**config.mk**
```make
export PLATFORM = sky130hd
export DESIGN_NAME = bus_wait_gen
export DESIGN_NICKNAME = d
export VERILOG_FILES = /design/src/rtl/bwg_pkg.sv /design/src/rtl/bwg_decode.sv /design/src/rtl/bwg_wait_counter.sv /design/src/rtl/bwg_fsm.sv /design/src/rtl/bus_wait_gen.sv
export SDC_FILE = /design/constraint.sdc
export NUM_CORES = 1
export LEC_CHECK = 0
export ABC_CLOCK_PERIOD_IN_PS = 1700
export BUFFER_PORTS_ARGS = -buffer_cell sky130_fd_sc_hd__buf_4
export CELL_PAD_IN_SITES_DETAIL_PLACEMENT = 2
export CELL_PAD_IN_SITES_GLOBAL_PLACEMENT = 2
export CORE_MARGIN = 2
export CORE_UTILIZATION = 29
export CTS_CLUSTER_DIAMETER = 60
export CTS_CLUSTER_SIZE = 10
export DETAILED_ROUTE_END_ITERATION = 6
export HOLD_SLACK_MARGIN = 0.1
export PLACE_DENSITY_LB_ADDON = 0.1
export SKIP_LAST_GASP = 1
export SYNTH_ARGS = -nofsm -noshare
export SYNTH_HDL_FRONTEND = slang
export SYNTH_SLANG_ARGS = --single-unit
```
**constraint.sdc**
```tcl
create_clock -name clk -period 1.7 [get_ports clk]
set_input_delay 0.34 -clock clk [delete_from_list [all_inputs] [get_ports clk]]
set_output_delay 0.34 -clock clk [all_outputs]
set_load 0.005 [all_outputs]
```
**src/rtl/bwg_pkg.sv**
```systemverilog
package bwg_pkg;

    typedef enum logic [1:0] {
        ST_IDLE   = 2'd0,
        ST_ACCESS = 2'd1,
        ST_WAIT   = 2'd2,
        ST_DONE   = 2'd3
    } bwg_state_e;

endpackage

```
**src/rtl/bwg_decode.sv**
```systemverilog
module bwg_decode #(
    parameter int CODE_W = 3,
    localparam int LOW_W = CODE_W - 1
) (
    input  logic [CODE_W-1:0] code,
    output logic [LOW_W-1:0]  limit,
    output logic              infinite,
    output logic              illegal
);
    logic             enable;
    logic [LOW_W-1:0] low;

    always_comb begin
        enable   = code[CODE_W-1];
        low      = code[LOW_W-1:0];
        infinite = enable && (&low);
        illegal  = !enable && (|low);
        if (enable && !(&low)) begin
            limit = low + LOW_W'(1);
        end else begin
            limit = '0;
        end
    end
endmodule

```
**src/rtl/bwg_wait_counter.sv**
```systemverilog
module bwg_wait_counter #(
    parameter int CNT_W = 2
) (
    input  logic             clk,
    input  logic             rst_n,
    input  logic             clear,
    input  logic             inc,
    output logic [CNT_W-1:0] count
);
    always_ff @(posedge clk or negedge rst_n) begin
        if (!rst_n) begin
            count <= '0;
        end else if (clear) begin
            count <= '0;
        end else if (inc && !(&count)) begin
            count <= count + CNT_W'(1);
        end
    end
endmodule

```
**src/rtl/bwg_fsm.sv**
```systemverilog
module bwg_fsm
    import bwg_pkg::*;
#(
    parameter int CNT_W = 2
) (
    input  logic             clk,
    input  logic             rst_n,
    input  logic             start,
    input  logic             ready,
    input  logic [CNT_W-1:0] limit,
    input  logic             infinite,
    input  logic [CNT_W-1:0] count,
    output bwg_state_e       state,
    output logic             capture,
    output logic             cnt_clear,
    output logic             cnt_inc,
    output logic             stall,
    output logic             done
);
    bwg_state_e state_q;
    bwg_state_e state_d;
    logic       limit_hit;
    logic       no_wait;

    always_comb begin
        limit_hit = !infinite && ({1'b0, count} + (CNT_W+1)'(1) == {1'b0, limit});
        no_wait   = !infinite && (limit == '0);
        state_d   = state_q;
        unique case (state_q)
            ST_IDLE:   if (start) state_d = ST_ACCESS;
            ST_ACCESS: state_d = (no_wait || ready) ? ST_DONE : ST_WAIT;
            ST_WAIT:   if (ready || limit_hit) state_d = ST_DONE;
            ST_DONE:   state_d = ST_IDLE;
            default:   state_d = ST_IDLE;
        endcase
    end

    always_ff @(posedge clk or negedge rst_n) begin
        if (!rst_n) begin
            state_q <= ST_IDLE;
        end else begin
            state_q <= state_d;
        end
    end

    always_comb begin
        capture   = 1'b0;
        cnt_clear = 1'b0;
        cnt_inc   = 1'b0;
        stall     = 1'b0;
        done      = 1'b0;
        unique case (state_q)
            ST_IDLE:   capture   = start;
            ST_ACCESS: cnt_clear = 1'b1;
            ST_WAIT: begin
                stall   = 1'b1;
                cnt_inc = 1'b1;
            end
            ST_DONE:   done      = 1'b1;
            default:   ;
        endcase
    end

    assign state = state_q;
endmodule

```
**src/rtl/bus_wait_gen.sv**
```systemverilog
module bus_wait_gen
    import bwg_pkg::*;
#(
    parameter int CODE_W = 3
) (
    input  logic              clk,
    input  logic              rst_n,
    input  logic              cyc_start,
    input  logic [CODE_W-1:0] wait_code,
    input  logic              ready_i,
    output logic              stall,
    output logic              cyc_done,
    output logic              cfg_illegal
);
    localparam int CNT_W = CODE_W - 1;

    bwg_state_e        state;
    logic [CODE_W-1:0] code_q;
    logic [CNT_W-1:0]  lim_val;
    logic              lim_inf;
    logic              code_bad;
    logic [CNT_W-1:0]  wcount;
    logic              capture;
    logic              cnt_clear;
    logic              cnt_inc;

    always_ff @(posedge clk or negedge rst_n) begin
        if (!rst_n) begin
            code_q <= '0;
        end else if (capture) begin
            code_q <= wait_code;
        end
    end

    bwg_decode #(.CODE_W(CODE_W)) u_decode (
        .code     (code_q),
        .limit    (lim_val),
        .infinite (lim_inf),
        .illegal  (code_bad)
    );

    bwg_wait_counter #(.CNT_W(CNT_W)) u_count (
        .clk   (clk),
        .rst_n (rst_n),
        .clear (cnt_clear),
        .inc   (cnt_inc),
        .count (wcount)
    );

    bwg_fsm #(.CNT_W(CNT_W)) u_fsm (
        .clk       (clk),
        .rst_n     (rst_n),
        .start     (cyc_start),
        .ready     (ready_i),
        .limit     (lim_val),
        .infinite  (lim_inf),
        .count     (wcount),
        .state     (state),
        .capture   (capture),
        .cnt_clear (cnt_clear),
        .cnt_inc   (cnt_inc),
        .stall     (stall),
        .done      (cyc_done)
    );

    assign cfg_illegal = code_bad && (state != ST_IDLE);
endmodule

```
# == After elaboration in Yosys (flattened, before gate mapping) ==
# Cells that the tools add are included.
# classes
n_eq_ne,6
reduce_logical,21
n_addsub,3
mux,11
# ops
operator,count
2-to-1 mux 2 bit,5
one-hot mux 2 bit (4 select lines),1
logical AND 1 bit,7
AND reduction 2 bit,3
2-to-1 mux 1 bit,5
"adder 2 x 1 -> 2 bit, second input constant",2
"== test 2 bit, second input constant",2
logical NOT 1 bit,4
logical NOT 2 bit,2
nonzero test 2 bit,2
"adder 2 x 1 -> 3 bit, second input constant",1
== test 3 x 2 -> 1 bit,1
"== test 2 x 1 -> 1 bit, second input constant",1
logical OR 1 bit,2
"inequality test 2 x 1 -> 1 bit, second input constant",1
"inequality test 2 bit, second input constant",1
OR reduction 2 bit,1
# word_totals
word_cells,44
reg_bits,7
output_inout_bits,3
in_bits,7

# == Logic depth before layout (Yosys ltp) ==
# Gate-level depths: netlist of the first run.
# logic_depth
ltp_word,9
depth_mapped,6
ltp_nobuf,6

# == Cells and area by module ==
# From an unflattened synthesis of the first run, not the netlist that was laid out.
# unflattened
hier_cells,49
hier_area_um2,546.8
# by_module_without_submodules
module,seq_area_each_um2,n_inst,cells_each,area_each_um2
bwg_fsm,50.0,1,24,241.5
bwg_wait_counter,50.0,1,10,123.9
bus_wait_gen,75.1,1,7,116.4
bwg_decode,0.0,1,8,65.1

# == Worst setup path after synthesis of the first run ==
# Ideal clock, no wire load.
# synth_path
path_kind,register to register
from,register code_q[0]
to,register u_fsm.state_q[1] (netlist: u_fsm.state[1])
t_arrival_ns,1.673
slack_ns,-0.098
n_path_buf,0
synth_period_minus_slack_ns,1.798
required_time_ns,1.575
setup_time_ns,0.125
stages_incl_launch_ff,7
cell_sequence,dfrtp_1 > inv_1 > ha_1 > or3_1 > nand4b_1 > o211a_1 > mux2_4
# synth_via
elab_chain_cells,9
elab_cells_between_ends,12
classes_between,add/sub (1); eq/ne (2); mux (1); reduce/logical (8)
# synth_lines
item,line,rtl
start: declaration,bus_wait_gen.sv:18,logic [CODE_W-1:0] code_q;
start signal: assignment,bus_wait_gen.sv:31,code_q <= wait_code;
"parallel branches: the longest is 5 deep, another holds adder 2 x 1 -> 2 bit",-,
logical AND 1 bit *,bwg_fsm.sv:26,"limit_hit = !infinite && ({1'b0, count} + (CNT_W+1)'(1) == {1'b0, limit});"
logical OR 1 bit *,bwg_fsm.sv:32,ST_WAIT: if (ready || limit_hit) state_d = ST_DONE;
inequality test 2 x 1 -> 1 bit (no line) *,-,
AND reduction 2 bit (no line) *,-,
end signal: assignment,bwg_fsm.sv:42,state_q <= state_d;
end: declaration,bwg_fsm.sv:20,bwg_state_e state_q;
# Mark *: on every way between the ends.
# A chain may end at the register's enable or synchronous reset.

# == Worst setup path in the final report of the first run ==
# Ends and elaborated chain as after synthesis.

==> results of run 1 <==
-- worst max-delay path by stage --
stage / to / slack [ns] / cells past startpoint / start
2_1_floorplan: u_fsm.state[1] / -0.04 / 5 / code_q[0]
3_3_place_gp: u_fsm.state[1] / -0.10 / 6 / code_q[0]
3_5_place_dp: u_fsm.state[1] / -0.18 / 6 / code_q[0]
4_1_cts: u_fsm.state[1] / -0.1 / 6 / code_q[0]
5_1_grt: u_fsm.state[1] / -0.17 / 6 / code_q[0]
6_report: u_fsm.state[1] / -0.11 / 6 / code_q[0]
-- synth_stat cells --
master	count	share of area, %
a211oi_1	3	4.3
inv_1	5	3.6
nor3_1	1	0.96
o211a_1	1	1.9
dfrtp_1	7	34
ha_1	8	19
nand4b_1	2	3.4
nand2b_1	2	2.4
nor2_1	3	2.2
nand3_1	1	0.96
o311ai_0	1	1.7
nand2_1	1	0.72
or2_2	2	2.4
mux2_4	2	5.8
mux2_2	3	6.5
a21oi_1	1	0.96
or3_1	1	1.2
nor3b_2	1	2.4
xnor2_1	1	1.7
nor2b_1	2	2.4
mux2i_1	1	1.9
-- metal layers --
layer	global-route usage, %	wire length, um	vias up
li1	-	-	214
met1	19.7	721	213
met2	24.4	674	9
met3	3.53	35	3
met4	5.14	19	0
met5	0	0	-
-- registers in the layout (all words and copies together) (netlist names) --
name	count
u_count.count	2
u_fsm.state	2
code_q	3
-- report_power, final --
part / leakage (nW) / switching, W / internal [W] / total (W)
clock network: 0.0150 / 0.0000759 / 0.0000904 / 0.000166
logic: 0.255 / 0.000467 / 0.000615 / 0.00108
registers: 0.0849 / 0.0000755 / 0.000252 / 0.000328
total: 0.355 / 0.000619 / 0.000958 / 0.00158
-- placed cells by master, fill, tap and decap left out, types with 2 or more instances in the layout --
master	count
clkbuf_4	3
dfrtp_1	7
or2_2	2
ha_2	2
ha_1	4
nor2b_1	2
nand4b_1	2
ha_4	2
inv_1	3
buf_4	16
mux2_4	2
a211oi_1	2
nand2b_1	2
nor2_1	3
mux2_2	3
inv_2	2
-- layout make-up --
| class | instances | area [um^2] | area share [%] |
|---|---|---|---|
| well taps | 25 | 31.3 | 4.05 |
| clock buffers | 4 | 26.3 | 3.40 |
| multi-input cells | 37 | 380 | 49.2 |
| repair buffers | 18 | 141 | 18.3 |
| flip-flops and latches | 7 | 175 | 22.7 |
| inverters | 5 | 18.8 | 2.43 |
-- kinds of logic (layout without fill, tap and decap cells) --
kind of cell    Yosys count  in the layout  share of synthesized area, %
fa+ha+maj                 8              8                          19.2
flops                     7              7                          33.6
mux                       6              6                          14.1
simple gates             16             16                          18.9
buf+inv                   5             27                          3.60
compound gates            6              6                          8.87
xor+xnor                  1              1                          1.68
-- stage by stage --
step,TNS [ns],instance area [um^2],hold slack (ns),setup slack (ns)
6_report,-0.108,773,0.313,-0.108
2_1_floorplan,-0.0355,537,0.0444,-0.0355
5_1_grt,-0.243,773,0.312,-0.172
4_1_cts,-0.112,758,0.307,-0.0975
3_3_place_gp,-0.113,681,0.164,-0.103
3_5_place_dp,-0.243,681,0.165,-0.177
-- worst max-delay path: cells and delay by family, from the launching register on --
family / cells / cell delay (ns)
adders and majority gates: 1 / 0.20
DFF: 1 / 0.42
and+or+nand+nor: 2 / 0.50
muxes: 1 / 0.30
AOI/OAI and AO/OA: 1 / 0.18
buffers and inverters: 1 / 0.10
-- repair_timing --
item / CTS / global route
cloned: 0 / 0
hold buffers: 1 / 0
pin swaps: 6 / 1
endpoints found under the setup margin: 3 / 3
endpoints found under the hold margin: 7 / 0
setup buffers: 1 / 1
resized for setup: 7 / 2
==> metrics.yaml, run 1 <==
ys_seq_elements: 7
cap_violations: 0
cp_slowest_cell: "dfrtp_1"
yosysWarnings: 0
max_stage_delay_ns: 0.42
grt_max_degree: 8
avgSynthCellArea_um2: 10.6
worstSkewPairLatency_ns: 0.26
p_per_area_mw_per_mm2: 2040
timing.final.crit_period_ns: 1.81
antenna_found_initial: 0
r2r_end: "u_fsm.state[1]"
core_area_mm2: 0.00171
worst_ep_required_time_ns: 1.85
seq_area_frac_synth_pct: 33.6
post-route-util_pct: 45.3
timing.final.ws_setup_ns: -0.108
io_pins: 10
htreeDepth: 1
viasPerCell: 4.57
p_leak_nw: 0.355
track_usage_pct: 15.2
stdcell_count: 96
fmax_ghz: 0.553
dp_hpwl_um: 1070
ir_worst_vdd_mv: 0.891
syn_inst: 49
layout-drive-gt1-share_pct: 53.5
min_period_over_period_pct: 106
drcViolationCount: 0
dr.pass1.iters: 1
cp-end-kind: "flop"
slew_violations: 0
cts-root-buf: "clkbuf_4"
synth_cell_types: 21
whs_endpoint: "code_q[1]"
rsz0062_at_grt: "yes"
relSlewSlack_pct: 71.6
cts-buffers-inserted: 3
grt_pass1_wl_um: 2160
reg2reg_depth: 6
grt_pass1_vias: 486
startpoint_type: "flop"
final_hold_viol_count: 0
cts_tree: "done"
violations: "setup timing"
die_h_um: 46.4
crit_chain: "inv_2 -> ha_4 -> or3_4 -> nand4b_1 -> o211a_4 -> mux2_4"
r2r_setup_slack_ns: -0.11
die_area_mm2: 0.00215
globalplace.congestion: 0.723
nets: 87
worst_pin_slew_ns: 0.421
fill_cells: 191
worst-setup-path-type: "flop to flop"
hold_class: "input port to flop"
hp-start: "wait_code[1]"
drt_iter0_drc: 0
diodes: 0
crit_fanout: 4
num_vias: 439
fin_skew_ns: 0.00946
clock_path_buffers: 2
reg2reg_from: "code_q[0]"
wirelength_um: 1450
outcome: "finished with violations"
initial_core_util_pct: 30.5
wire_per_inst_um: 15.1
grt-ovfl-total: 0
setup_violations: 1
dpl.cell_count: 89
num_rows: 15
synthesis.nets: 64
cts.sinks: 7
cp_data_arrival_time_ns: 1.96
antenna_left: 0
die_w_um: 46.4
path_clk_slew_ns: 0.06
portBuffers: 9
min_path_cells: 2
synth_area_um2: 522
p_total_w: 0.00158
area.growth.synth_to_final_pct: 48.2
Power figures use the tool's default switching activity.
==> inputs of run 2 (changes only) <==
--- a/config.mk
+++ b/config.mk
@@ -6,14 +6,14 @@
 export NUM_CORES = 1
 export LEC_CHECK = 0
 export ABC_CLOCK_PERIOD_IN_PS = 1700
-export BUFFER_PORTS_ARGS = -buffer_cell sky130_fd_sc_hd__buf_4
 export CELL_PAD_IN_SITES_DETAIL_PLACEMENT = 2
 export CELL_PAD_IN_SITES_GLOBAL_PLACEMENT = 2
 export CORE_MARGIN = 2
-export CORE_UTILIZATION = 29
+export CORE_UTILIZATION = 30
 export CTS_CLUSTER_DIAMETER = 60
 export CTS_CLUSTER_SIZE = 10
 export DETAILED_ROUTE_END_ITERATION = 6
+export DONT_BUFFER_PORTS = 1
 export HOLD_SLACK_MARGIN = 0.1
 export PLACE_DENSITY_LB_ADDON = 0.1
 export SKIP_LAST_GASP = 1
==> metrics.yaml, run 2 (synthesis gave the netlist of run 1 again) <==
p_per_area_mw_per_mm2: 2080
fin_setup_tns_ns: -0.0835
switchingPower_w: 0.000570
timing.final.ws_setup_ns: -0.0835
grt_pass1_wl_um: 2060
core_area_mm2: 0.00169
dp_hpwl_um: 1000
worst_pin_slew_ns: 0.351
num_rows: 15
wire_per_inst_um: 16.0
slew_violations: 0
p_total_w: 0.00142
setup_violations: 1
final_hold_viol_count: 0
fill_cells: 179
cp-end-kind: "flop"
portBuffers: 0
timing.final.crit_period_ns: 1.78
cts-root-buf: "clkbuf_4"
critical_path_cell_count: 5
violations: "setup timing"
cts-buffers-inserted: 3
largest_reg_flops: 3
reg2reg_depth: 5
fin_hold_ws_ns: 0.234
p_leak_nw: 0.301
crit_family: "multiplexers"
initial_core_util_pct: 30.9
clock_path_buffers: 2
switching_share_pct: 40.1
crit_fanout: 4
htreeDepth: 1
crit_path_frequent_cell: "mux2_4"
path_clk_slew_ns: 0.05
antenna_found_initial: 0
worst_ep_required_time_ns: 1.84
intPower_w: 0.000853
mostFrequentLayoutCell: "buf_4"
path_buf_inv: 0
drcViolationCount: 0
cp_slowest_cell: "dfrtp_2"
startpoint_type: "flop"
grt_pass1_vias: 460
rsz0062_at_grt: "yes"
regMostFlops: "code_q"
fmax_ghz: 0.561
die_w_um: 45.7
final_cell_mix: "buf_4, ha_1, dfrtp_1"
cp_data_arrival_time_ns: 1.92
grt-ovfl-total: 0
viasPerCell: 5.36
min_period_over_period_pct: 105
worstSkewPairLatency_ns: 0.25
cap_violations: 0
pwr-share-seq_pct: 24.5
nets: 76
wirelength_um: 1230
cts.sinks: 7
die_area_mm2: 0.00209
layout-drive-gt1-share_pct: 43.3
combPwrFrac_pct: 64.7
dr.pass1.iters: 2
ir_worst_vdd_mv: 0.791
max_stage_delay_ns: 0.44
p_clk_share_pct: 10.9
worst-setup-path-type: "flop to flop"
crit_chain: "ha_4 -> nor3b_4 -> mux2_4 -> o211a_4 -> mux2_4"
num_vias: 413
area.growth.synth_to_final_pct: 30.9
drt_iter0_drc: 3
track_usage_pct: 14.4
cts_tree: "done"
relSlewSlack_pct: 76.3
globalplace.congestion: 0.725
diodes: 0
io_pins: 10
grt_max_degree: 8
die_h_um: 45.7
min_path_cells: 1
post-route-util_pct: 40.4
fin_skew_ns: 0.00113
hold_class: "input port to flop"
antenna_left: 0
outcome: "finished with violations"
==> run 2: power by group through the flow <==
stage	combinational, W	sequential [W]	clock, W
after floorplan	0.000548	0.000331	0
after CTS	0.000848	0.000329	0.000159
after detailed placement	0.000796	0.000331	0
final	0.000920	0.000348	0.000155
after global placement	0.000760	0.000321	0
after global routing	0.00103	0.000359	0.000176
==> run 2: per-layer routing <==
layer / global-route usage, % / vias up / part of all wire, % / wire length, um
met2: 22.8 / 12 / 48 / 595
met1: 18.0 / 207 / 47 / 574
li1: - / 192 / - / -
met5: 0 / - / 0 / 0
met4: 6.86 / 0 / 0.81 / 10
met3: 3.97 / 2 / 4.1 / 51
==> run 2: final cells by class <==
| type | count | area (um^2) | area share (%) |
|---|---|---|---|
| well taps | 17 | 21.3 | 3.11 |
| repair buffers | 7 | 55.1 | 8.06 |
| multi-input cells | 37 | 384 | 56.2 |
| clock buffers | 4 | 26.3 | 3.85 |
| flip-flops and latches | 7 | 178 | 26.0 |
| inverters | 5 | 18.8 | 2.75 |
==> run 2: worst paths after layout <==
check,from,end,slack (ns)
min in group asynchronous,rst_n,u_count.count[0],0.43
worst min-delay path,wait_code[1],code_q[1],0.23
worst min register to register,code_q[1],code_q[1],0.59
worst max register to register,code_q[1],u_fsm.state[1],-0.08
max in group asynchronous,rst_n,code_q[1],1.00
worst max-delay path,code_q[1],u_fsm.state[1],-0.08
==> run 2: timing repair <==
item	4_1_cts	5_1_grt
gates cloned	0	0
setup buffers	0	1
hold buffers	1	0
pin swaps	3	2
endpoints found under the setup margin	2	2
resized for setup	1	8
endpoints found under the hold margin	7	0
==> run 2: metrics by stage <==
step	cells	instance area, um^2	setup slack, ns
final	77	683	-0.0835
after floorplan	49	537	-0.0355
after global routing	77	683	-0.134
after global placement	71	596	-0.0851
after detailed placement	71	596	-0.131
after CTS	76	644	-0.122
==> run 2: worst register-to-register path: stages, from the launching register on <==
cell	delay, ns
dfrtp_2	0.44
ha_4	0.19
nor3b_4	0.18
mux2_4	0.33
o211a_4	0.24
mux2_4	0.29
==> inputs of run 3 (changes only) <==
==> constraint.sdc (replaced) <==
create_clock -name clk -period 1.7 [get_ports clk]
set_input_delay 0.34 -clock clk [delete_from_list [all_inputs] [get_ports clk]]
set_output_delay 0.34 -clock clk [all_outputs]
set_load 0.05 [all_outputs]
==> metrics.yaml, run 3 (synthesis gave the netlist of run 1 again) <==
cap_violations: 0
fin_skew_ns: 0.0117
cts_tree: "done"
dpl.cell_count: 74
fmax_ghz: 0.550
diodes: 0
path_clk_slew_ns: 0.06
mostFrequentLayoutCell: "buf_4"
globalplace.congestion: 0.764
fill_cells: 183
grt_pass1_vias: 497
p_leak_nw: 0.322
wire_per_inst_um: 16.1
viasPerCell: 5.20
p_per_area_mw_per_mm2: 2350
max_stage_delay_ns: 0.44
final_hold_viol_count: 0
largest_reg_flops: 3
worstSkewPairLatency_ns: 0.25
core_area_mm2: 0.00169
clock_path_buffers: 2
drt_iter0_drc: 1
num_vias: 421
die_area_mm2: 0.00209
cp_slowest_cell: "dfrtp_2"
worst-setup-path-type: "flop to flop"
initial_core_util_pct: 30.9
drcViolationCount: 0
startpoint_type: "flop"
wirelength_um: 1310
wl_met2_um: 678
fin_setup_tns_ns: -0.125
layout-drive-gt1-share_pct: 51.6
top_layer: "met4"
ir_worst_vdd_mv: 0.884
dr.pass1.iters: 4
stdcell_area_um2: 727
min_period_over_period_pct: 107
antenna_found_initial: 0
nets: 80
path_buf_inv: 0
timing.final.crit_period_ns: 1.82
cts.sinks: 7
portBuffers: 0
antenna_left: 0
setup_violations: 2
crit_chain: "ha_4 -> nor3b_2 -> mux2_4 -> o211a_4 -> mux2_4"
io_pins: 10
p_total_w: 0.00171
area.growth.synth_to_final_pct: 39.3
die_w_um: 45.7
track_usage_pct: 15.4
regMostFlops: "code_q"
die_h_um: 45.7
violations: "setup timing"
cp_data_arrival_time_ns: 1.94
grt_pass1_wl_um: 2240
worst_pin_slew_ns: 0.488
dpl_cell_area_um2: 626
final_cell_mix: "buf_4, dfrtp_1, inv_1"
slew_violations: 0
grt_max_degree: 8
rsz0062_at_grt: "yes"
crit_family: "multiplexers"
htreeDepth: 1
num_rows: 15
timing.final.ws_setup_ns: -0.119
grt-ovfl-total: 0
cts-root-buf: "clkbuf_4"
cts-buffers-inserted: 3
dp_hpwl_um: 1040
crit_path_frequent_cell: "mux2_4"
crit_fanout: 4
wl_met3_um: 61
stdcell_count: 81
met1Wirelength_um: 563
outcome: "finished with violations"
worst_ep_required_time_ns: 1.83
hold_class: "input port to flop"
cp-end-kind: "flop"
relSlewSlack_pct: 67.6
-- run 3: where the power goes --
| group | internal [W] | total, W | switching, W |
|---|---|---|---|
| sequential | 0.000255 | 0.000341 | 0.0000857 |
| combinational | 0.000623 | 0.00121 | 0.000592 |
| clock | 0.0000898 | 0.000153 | 0.0000636 |
-- run 3: stage by stage --
step	worst slack [ns]	hold slack [ns]	util (%)
floorplan	-0.0355	0.0444	-
global placement	-0.0826	0.0446	37.0
detailed placement	-0.148	0.0447	37.0
CTS	-0.126	0.227	39.9
global route	-0.166	0.228	43.0
finish	-0.119	0.233	43.0
-- run 3: worst reg2reg max path, cell delays in order (launching register included) --
cell	delay, ns
dfrtp_2	0.44
ha_4	0.18
nor3b_2	0.20
mux2_4	0.34
o211a_4	0.24
mux2_4	0.29
-- run 3: routing by layer --
layer / vias to the layer above / track usage (%)
met5: - / 0
met4: 0 / 3.43
met3: 2 / 3.57
met2: 12 / 26.5
met1: 206 / 19.4
li1: 201 / -
-- run 3: cell type report --
type | count | area [um^2] | share of cell area (%)
Multi-Input combinational cell | 37 | 395 | 54.4
Sequential cell | 7 | 176 | 24.3
Timing Repair Buffer | 11 | 88.8 | 12.2
Clock buffer | 4 | 26.3 | 3.61
Tap cell | 17 | 21.3 | 2.93
Inverter | 5 | 18.8 | 2.58
-- run 3: path summary, 6_finish.rpt --
check	from	end	slack, ns	depth (start not counted)
hold / removal	wait_code[0]	code_q[0]	0.23	1
hold reg to reg	code_q[0]	code_q[0]	0.60	1
min in group asynchronous	rst_n	u_count.count[0]	0.42	1
setup / recovery	code_q[0]	u_fsm.state[1]	-0.12	5
setup reg to reg	code_q[0]	u_fsm.state[1]	-0.12	5
max in group asynchronous	rst_n	code_q[0]	1.00	1
-- run 3: timing repair --
| action | CTS | global route |
|---|---|---|
| hold buffers | 1 | 0 |
| setup buffers | 1 | 1 |
| setup endpoints to repair | 3 | 4 |
| gates resized for setup | 2 | 9 |
| endpoints found under the hold margin | 7 | 0 |
| pin swaps | 2 | 5 |
